===== src/rtl/pc_seq_pkg.sv =====
package pc_seq_pkg;
  typedef enum logic [2:0] {
    SEL_SEQ,
    SEL_BR,
    SEL_JMP,
    SEL_JREG,
    SEL_VEC
  } pc_sel_e;
endpackage


===== src/rtl/pc_sel_dec.sv =====
module pc_sel_dec
  import pc_seq_pkg::*;
(
  input  logic    annul_q_i,
  input  logic    br_en_i,
  input  logic    br_cond_i,
  input  logic    br_likely_i,
  input  logic    jump_i,
  input  logic    jump_reg_i,
  input  logic    exc_req_i,
  input  logic    user_mode_set_i,
  output pc_sel_e sel_o,
  output logic    annul_d_o,
  output logic    exc_take_o,
  output logic    um_set_o
);
  logic live;
  assign live = ~annul_q_i;

  always_comb begin
    sel_o      = SEL_SEQ;
    annul_d_o  = 1'b0;
    exc_take_o = 1'b0;
    um_set_o   = 1'b0;
    if (live) begin
      if (exc_req_i) begin
        sel_o      = SEL_VEC;
        annul_d_o  = 1'b1;
        exc_take_o = 1'b1;
      end else begin
        um_set_o = user_mode_set_i;
        if (jump_reg_i)                 sel_o = SEL_JREG;
        else if (jump_i)                sel_o = SEL_JMP;
        else if (br_en_i && br_cond_i)  sel_o = SEL_BR;
        // likely form with failed condition kills its delay slot
        annul_d_o = br_en_i && br_likely_i && !br_cond_i && !jump_i && !jump_reg_i;
      end
    end
  end
endmodule


===== src/rtl/pc_target_gen.sv =====
module pc_target_gen
  import pc_seq_pkg::*;
#(
  parameter int unsigned         AW    = 32,
  parameter int unsigned         IMM_W = 16,
  parameter int unsigned         TGT_W = 26,
  parameter logic [AW-1:0]       VEC   = 32'h0000_003C
) (
  input  pc_sel_e           sel_i,
  input  logic [AW-1:0]     pc_next_q_i,
  input  logic [IMM_W-1:0]  imm_i,
  input  logic [TGT_W-1:0]  target_i,
  input  logic [AW-1:0]     reg_val_i,
  output logic [AW-1:0]     pc_next_d_o,
  output logic [AW-1:0]     link_o
);
  localparam int unsigned   EXT_W = AW - IMM_W - 2;
  localparam int unsigned   HI_W  = AW - TGT_W - 2;
  localparam logic [AW-1:0] STEP  = AW'(4);
  localparam logic [AW-1:0] LOW2  = AW'(3);

  logic [AW-1:0] seq_addr, br_addr, jmp_addr, jreg_addr, br_off;

  assign seq_addr  = pc_next_q_i + STEP;
  // (npc + 4) + (imm << 2) - 4
  assign br_off    = {{EXT_W{imm_i[IMM_W-1]}}, imm_i, 2'b00};
  assign br_addr   = pc_next_q_i + br_off;
  assign jmp_addr  = {pc_next_q_i[AW-1 -: HI_W], target_i, 2'b00};
  assign jreg_addr = reg_val_i & ~LOW2;
  assign link_o    = seq_addr;

  always_comb begin
    unique case (sel_i)
      SEL_BR:   pc_next_d_o = br_addr;
      SEL_JMP:  pc_next_d_o = jmp_addr;
      SEL_JREG: pc_next_d_o = jreg_addr;
      SEL_VEC:  pc_next_d_o = VEC;
      default:  pc_next_d_o = seq_addr;
    endcase
  end
endmodule


===== src/rtl/epc_capture.sv =====
module epc_capture #(
  parameter int unsigned AW = 32
) (
  input  logic          clk_i,
  input  logic          rst_ni,
  input  logic          exc_take_i,
  input  logic          um_set_i,
  input  logic [AW-1:0] pc_q_i,
  input  logic [AW-1:0] pc_next_q_i,
  output logic [AW-1:0] epc_o,
  output logic          user_mode_o
);
  localparam logic [AW-1:0] STEP = AW'(4);

  logic [AW-1:0] ret_addr;
  logic          in_slot;

  assign ret_addr = pc_q_i + STEP;
  assign in_slot  = (pc_next_q_i != ret_addr);

  always_ff @(posedge clk_i or negedge rst_ni) begin
    if (!rst_ni) begin
      epc_o       <= '0;
      user_mode_o <= 1'b0;
    end else begin
      if (exc_take_i) begin
        epc_o       <= {ret_addr[AW-1:2], in_slot, ret_addr[0]};
        user_mode_o <= 1'b0;
      end else if (um_set_i) begin
        user_mode_o <= 1'b1;
      end
    end
  end

  p_user_clr_r8: assert property (@(posedge clk_i) disable iff (!rst_ni)
    exc_take_i |=> !user_mode_o);
  p_epc_slot_r8: assert property (@(posedge clk_i) disable iff (!rst_ni)
    (exc_take_i && (pc_next_q_i != pc_q_i + STEP)) |=> epc_o[1]);
  p_epc_hold_r8: assert property (@(posedge clk_i) disable iff (!rst_ni)
    !exc_take_i |=> $stable(epc_o));
endmodule


===== src/rtl/pc_seq_unit.sv =====
module pc_seq_unit
  import pc_seq_pkg::*;
#(
  parameter int unsigned   AW     = 32,
  parameter int unsigned   IMM_W  = 16,
  parameter int unsigned   TGT_W  = 26,
  parameter logic [AW-1:0] RST_PC = 32'h0000_0000,
  parameter logic [AW-1:0] VEC    = 32'h0000_003C
) (
  input  logic             clk_i,
  input  logic             rst_ni,
  input  logic             br_en_i,
  input  logic             br_cond_i,
  input  logic             br_likely_i,
  input  logic             jump_i,
  input  logic             jump_reg_i,
  input  logic             exc_req_i,
  input  logic             user_mode_set_i,
  input  logic [IMM_W-1:0] imm_i,
  input  logic [TGT_W-1:0] target_i,
  input  logic [AW-1:0]    reg_val_i,
  output logic [AW-1:0]    pc_o,
  output logic [AW-1:0]    pc_next_o,
  output logic             annul_o,
  output logic [AW-1:0]    link_addr_o,
  output logic [AW-1:0]    epc_o,
  output logic             user_mode_o
);
  localparam logic [AW-1:0] STEP = AW'(4);

  logic [AW-1:0] pc_q, pc_next_q, pc_next_d;
  logic          annul_q, annul_d, exc_take, um_set;
  pc_sel_e       sel;

  pc_sel_dec i_dec (
    .annul_q_i       (annul_q),
    .br_en_i         (br_en_i),
    .br_cond_i       (br_cond_i),
    .br_likely_i     (br_likely_i),
    .jump_i          (jump_i),
    .jump_reg_i      (jump_reg_i),
    .exc_req_i       (exc_req_i),
    .user_mode_set_i (user_mode_set_i),
    .sel_o           (sel),
    .annul_d_o       (annul_d),
    .exc_take_o      (exc_take),
    .um_set_o        (um_set)
  );

  pc_target_gen #(.AW(AW), .IMM_W(IMM_W), .TGT_W(TGT_W), .VEC(VEC)) i_tgt (
    .sel_i       (sel),
    .pc_next_q_i (pc_next_q),
    .imm_i       (imm_i),
    .target_i    (target_i),
    .reg_val_i   (reg_val_i),
    .pc_next_d_o (pc_next_d),
    .link_o      (link_addr_o)
  );

  epc_capture #(.AW(AW)) i_epc (
    .clk_i       (clk_i),
    .rst_ni      (rst_ni),
    .exc_take_i  (exc_take),
    .um_set_i    (um_set),
    .pc_q_i      (pc_q),
    .pc_next_q_i (pc_next_q),
    .epc_o       (epc_o),
    .user_mode_o (user_mode_o)
  );

  always_ff @(posedge clk_i or negedge rst_ni) begin
    if (!rst_ni) begin
      pc_q      <= RST_PC;
      pc_next_q <= RST_PC + STEP;
      annul_q   <= 1'b0;
    end else begin
      pc_q      <= pc_next_q;
      pc_next_q <= pc_next_d;
      annul_q   <= annul_d;
    end
  end

  assign pc_o      = pc_q;
  assign pc_next_o = pc_next_q;
  assign annul_o   = annul_q;

  p_seq_r2: assert property (@(posedge clk_i) disable iff (!rst_ni)
    1'b1 |=> pc_q == $past(pc_next_q));
  p_align_r5: assert property (@(posedge clk_i) disable iff (!rst_ni)
    1'b1 |-> pc_next_q[1:0] == 2'b00);
  p_likely_annul_r6: assert property (@(posedge clk_i) disable iff (!rst_ni)
    (!annul_q && !exc_req_i && !jump_i && !jump_reg_i && br_en_i && br_likely_i && !br_cond_i)
      |=> annul_q && pc_next_q == $past(pc_next_q) + STEP);
  p_ignore_r7: assert property (@(posedge clk_i) disable iff (!rst_ni)
    annul_q |=> !annul_q && pc_next_q == $past(pc_next_q) + STEP);
  p_vector_r8: assert property (@(posedge clk_i) disable iff (!rst_ni)
    (!annul_q && exc_req_i) |=> annul_q && pc_next_q == VEC);
  p_prio_r9: assert property (@(posedge clk_i) disable iff (!rst_ni)
    (!annul_q && exc_req_i && (jump_i || jump_reg_i || br_en_i)) |=> pc_next_q == VEC);
  p_link_r10: assert property (@(posedge clk_i) disable iff (!rst_ni)
    1'b1 |=> link_addr_o == $past(pc_next_d) + STEP);
endmodule


===== config.mk =====
export PLATFORM = sky130hd
export DESIGN_NAME = pc_seq_unit
export DESIGN_NICKNAME = d
export VERILOG_FILES = /design/src/rtl/pc_seq_pkg.sv /design/src/rtl/pc_sel_dec.sv /design/src/rtl/pc_target_gen.sv /design/src/rtl/epc_capture.sv /design/src/rtl/pc_seq_unit.sv
export SDC_FILE = /design/constraint.sdc
export NUM_CORES = 1
export LEC_CHECK = 0
export ABC_AREA = 1
export BUFFER_PORTS_ARGS = -buffer_cell sky130_fd_sc_hd__buf_2
export CORE_MARGIN = 2
export CORE_UTILIZATION = 31
export CTS_BUF_LIST = sky130_fd_sc_hd__clkbuf_8
export DETAILED_ROUTE_END_ITERATION = 7
export GPL_ROUTABILITY_DRIVEN = 0
export PLACE_DENSITY = 0.5
export SLEW_MARGIN = 40
export SYNTH_ARGS = -nofsm -noshare
export SYNTH_HDL_FRONTEND = slang
export SYNTH_SLANG_ARGS = --single-unit
export TNS_END_PERCENT = 5

===== constraint.sdc =====
create_clock -name clk_i -period 3 [get_ports clk_i]
set_clock_uncertainty 0.05 [all_clocks]
set_input_delay 0.6 -clock clk_i [delete_from_list [all_inputs] [get_ports clk_i]]
set_output_delay 0.6 -clock clk_i [all_outputs]
set_load 0.01 [all_outputs]

# Word level (Yosys, flattened, before mapping)
# Cells that the tools add are included.
totals:
  reg_bits: 98
  latch_bits: 0
  ram_bits: 0
  mem_bits_ro: 0
  out_inout_bits: 130
  word_cells: 37
  memories: 0
op_classes:
  add_sub_neg: 3
  n_mul: 0
  div_mod_pow: 0
  n_lt_le_gt_ge: 0
  eq_ne: 5
  shift: 0
  muxes: 14
  n_bitwise: 0
  reduce_logical: 9
op_table:
  columns: ["op", "n"]
  rows:
  - ["one-hot mux 32 bit (4 select lines)", 1]
  - ["adder 32 x 3 -> 32 bit, second input constant", 2]
  - ["adder 32 bit", 1]
  - ["inequality test 32 bit", 1]
  - ["two-way mux 3 bit", 4]
  - ["two-way mux 1 bit", 9]
  - ["equality test 3 x 2 -> 1 bit, second input constant", 2]
  - ["logical AND 1 bit", 5]
  - ["equality test 3 x 1 -> 1 bit, second input constant", 1]
  - ["equality test 3 bit, second input constant", 1]
  - ["zero test 1 bit", 3]
  - ["nonzero test 2 bit", 1]

# Depth between registers and ports, before layout
logic_depth:
  depth_word: 8
  ltp_mapped: 17
  ltp_nobuf: 17

# Hierarchy
# Synthesis repeated with hierarchy kept, for this count alone.
hier_totals:
  hier_cells: 1329
  area_unflattened_um2: 8414.3
by_module_without_submodules:
  columns: ["module", "n_inst", "cells_per_inst", "area_each_um2"]
  rows:
  - ["pc_target_gen", 1, 749, 3746.1]
  - ["epc_capture", 1, 496, 2955.3]
  - ["pc_seq_unit", 1, 65, 1627.8]
  - ["pc_sel_dec", 1, 19, 85.1]

# Worst setup path before layout
# Ideal clock, no wire load.
synth_path:
  path_type: "register to output"
  startpoint: "register pc_next_q[2], in the netlist pc_next_o[2]"
  endpoint: "output link_addr_o[26]"
  arrival_ps: 1911
  required_time_ps: 2350
  setup_slack_ps: 439
  stages_incl_launch_ff: 10
  n_path_buf: 0
  cell_sequence: "dfstp_2 ha_1 nand2_1 nor2_2 nand3_2 nor2_4 nand2_2 nor3_4 nand4_1 xor2_1"
synth_between:
  elab_chain_len: 1
synth_rtl:
  columns: ["item", "line_no", "rtl"]
  rows:
  - ["start, declared", "pc_seq_unit.sv:31", "logic [AW-1:0] pc_q, pc_next_q, pc_next_d;"]
  - ["start signal, assigned", "pc_seq_unit.sv:74", "pc_next_q <= RST_PC + STEP;"]
  - ["start signal, assigned", "pc_seq_unit.sv:78", "pc_next_q <= pc_next_d;"]
  - ["adder 32 x 3 -> 32 bit", "pc_target_gen.sv:24", "assign seq_addr = pc_next_q_i + STEP;"]
  - ["end, declared", "pc_seq_unit.sv:25", "output logic [AW-1:0] link_addr_o,"]
# Every way passes these cells.

# Final worst setup path
layout_path:
  startpoint: "register pc_next_q[2], in the netlist pc_next_o[2]"
  endpoint: "output link_addr_o[21]"
# The elaborated chain is that of the path after synthesis.

==> summary.txt <==
Route
  – Routed length per instance: 17.26 um
  – DR vias/cell: 4.930
  – DRC: 0
  – Total number of vias: 8337
  – Antenna viol nets, final: 0
  – TritonRoute pass-1 iters: 7
  – DRT iter0 DRCs: 597
  – DRT Wirelength: 29.19 mm

Pwr
  – Peak VDD IR: 193.8 uV
  – Pwr Density: 515.7 mW/mm^2
  – Tot Pwr: 4.912 mW
  – Static Leakage: 4.850 nW

Place
  – Placed Instances: 1654
  – Final HPWL DP: 23.57 mm
  – Dpl cell area: 0.008967 mm^2
  – IO buf count: 203

Yosys
  – Main synth FF type: dfrtp_1
  – Mapped Area: 0.007370 mm^2
  – Simple-Gate Fraction of Synth Area: 39.80%
  – #FFs+latches synth: 93
  – Ys Warns: 0
  – Compound-cell area share of the yosys netlist: 11.32%
  – Synth cell types: 45
  – Synth async-reset ratio: 100.0%
  – Synth top cells by count: nand2_1 (363), nor2_1 (121), inv_1 (103)
  – Post-Syn Instances: 1116
  – Yosys top cell by area: dfrtp_1
  – Mux share of post-synthesis cell area: 0%
  – Syn_area_per_cell: 6.604 um^2
  – Main combinational cell family by area after synthesis: simple AND/OR/NAND/NOR gates
  – Top cells by area, synth: dfrtp_1 (31%), nand2_1 (18%), nor2_1 (6.2%), nand3_1 (6.0%), ha_1 (5.3%)
  – Adder-Cell Fraction of Synth Area: 5.535%
  – Top-count cell post-synth: nand2_1
  – EDFF count, synth: 0
  – Post-Synth XOR/XNOR Area: 4.516%
  – Register area share after synthesis: 31.60%
  – Share of the synthesized area in the top cell type: 31.24%

Global route
  – Initial antenna violation count: 0
  – GRT Overall Usage: 23.45%
  – Total gr overflow: 0
  – Number of global-route vias before repair: 7824
  – Largest net degree at the start of global routing: 94
  – First-pass GRT wire length: 43.98 mm

STA
  – Min Clock Period, post-route: 3.061 ns
  – Worst slew pin tran: 0.5364 ns
  – Slew HR: 64.24%
  – Max-slew violation count: 0
  – Final Cycle Share: 102.0%
  – RSZ-0062 raised after global routing: yes
  – Final hold vios: 0
  – Finish-stage setup viols: 4
  – Highest clock rate: 326.7 MHz
  – Worst setup margin: -0.06099 ns

Critical path
  – Worst path buffer plus inverter count: 2
  – Kind of critical path: reg2out
  – Crit end category: output pin
  – CP Data Arrival Time: 2.41 ns
  – CP peak stage delay: 0.59 ns
  – CP top delay family: simple AND/OR/NAND/NOR gates
  – Crit path max fanout: 5
  – Critical Path Most Common Cell: nor2_4
  – CP max stage cell: dfstp_2
  – Critical-path cell list: buf_6 > nand3_4 > nor2_4 > nand2_2 > nor2_4 > nand4_4 > nor3_4 > xor2_2 > buf_2
  – Crit start category: register
  – CP Data Required Time: 2.35 ns

Clocking
  – Root Buffer: clkbuf_8
  – Worst-path clk slew: 0.12 ns
  – Max Root-Sink Buffers: 2
  – Clk sinks: 93
  – Clock tree from TritonCTS: done
  – CTS buffer count: 9
  – Hold buffers post-CTS: 0
  – Worst-skew pair later-pin latency: 0.40 ns
  – Clock H-tree levels: 3

Final layout
  – Final Core Density: 40.70%
  – Ant diodes: 0
  – Final Cell Area: 0.009525 mm^2
  – Final std cells w/o fill: 1691
  – Layout cells sized above 1: 24.56%
  – Nets: 1482
  – Area delta synth->final: 29.25%

Status
  – Status: finished, violations left
  – Violated checks: negative setup slack

Run
  – Max cap viols: 0

Die
  – Starting density of the core: 31.49%
  – # IOs: 213
  – Die X: 158.2 um
  – Die area: 0.02502 mm^2
  – Core area: 0.02340 mm^2
  – # rows: 56
  – Die Y: 158.2 um

Worst hold path
  – Worst hold-check path type: in2async
-- layout by cell type, fill, tap and decap left out, types with 6 or more instances in the layout --
master    instances
nand2_1         360
buf_2           200
nor2_1          120
inv_1           103
nand3_1          89
dfrtp_1          87
o21ai_0          53
buf_4            52
a21oi_1          51
nand4_1          32
ha_1             30
xor2_1           22
nor3_1           15
a31oi_1          12
or2_2            11
clkbuf_8          9
nor2_2            8
nor2_4            7
a221oi_1          7
xnor2_1           7
conb_1            7
buf_6             7
nand2_2           6
xor2_2            6
a21o_1            6
nand3b_1          6
nor4_1            6
-- area by class of cell --
class / instances / area [um^2]
clock buffer: 9 / 123.9
clock inverter: 7 / 62.56
fill: 2589 / 13880
inverter: 107 / 401.6
multi-input combinational: 896 / 4713
sequential: 93 / 2335
tap: 319 / 399.1
timing repair buffer: 260 / 1490
-- state kept, by name, indices dropped and copies added (netlist names) --
name / cells
i_epc.epc_o: 31
pc_next_o: 30
pc_o: 30
annul_o: 1
i_epc.user_mode_o: 1
-- worst register-to-register path: stages, from the launching register on --
cell      delay (ns)
dfstp_2         0.59
buf_6           0.13
ha_1            0.18
inv_1           0.06
fa_1            0.39
inv_1           0.07
nand3_1         0.06
nand2_1         0.12
nand2_1         0.06
o211ai_1        0.18
nand2_1         0.14
nand2_2         0.16
nand3_1         0.11
nand2_1         0.08
nand2_1         0.05
nand3_1         0.09
nand4_1         0.08
-- metrics by stage --
stage / setup WS, ns / hold WS (ns) / TNS [ns]
floorplan: 0.4387 / 0.2544 / 0
global placement: 0.2615 / 0.4162 / 0
detailed placement: 0.1703 / 0.4191 / 0
CTS: -0.1362 / 0.2089 / -0.6562
global route: -0.1368 / 0.2081 / -1.102
finish: -0.06099 / 0.1739 / -0.08183
-- cells by family (layout without fill, tap and decap cells) --
group                    count (synthesis)  in the layout
adder cells (fa/ha/maj)                 32             32
XOR/XNOR                                38             38
other                                    1              7
AND/OR/NAND/NOR                        672            672
buffers and inverters                  133            383
AO/OA/AOI/OAI                          147            147
flip-flops                              93             93
-- where the power goes --
| part | leakage (nW) | switching [mW] | internal [mW] |
|---|---|---|---|
| Clock | 0.0984 | 0.571 | 0.323 |
| Sequential | 1.17 | 0.268 | 1.47 |
| Combinational | 3.58 | 1.40 | 0.873 |
-- repair_timing --
item / in CTS / in global routing
pin swaps: 8 / 11
resized for setup: 26 / 12
setup endpoints to repair: 12 / 18
setup buffers: 16 / 5
-- metal layers --
metal | part of all wire, % | global-route usage, % | wire, um
met5 | 0 | 0 | 0
met1 | 46 | 31.90 | 13470
met2 | 47 | 39.17 | 13670
met3 | 4.6 | 2.108 | 1329
met4 | 2.4 | 7.851 | 713
-- path summary, 6_finish.rpt --
| check | slack [ns] | depth (start not counted) | to | startpoint |
|---|---|---|---|---|
| max in group asynchronous | 2.27 | 2 | pc_next_o[19] | rst_ni |
| worst min register to register | 0.44 | 2 | i_epc.epc_o[25] | i_epc.epc_o[25] |
| worst max-delay path | -0.06 | 9 | link_addr_o[21] | pc_next_o[2] |
| min in group clk_i | 0.32 | 2 | annul_o | br_cond_i |
| worst min-delay path | 0.17 | 2 | annul_o | rst_ni |
| worst max register to register | 0.27 | 16 | pc_next_o[30] | pc_next_o[2] |
Note: power is estimated with default switching activity, not from simulation.
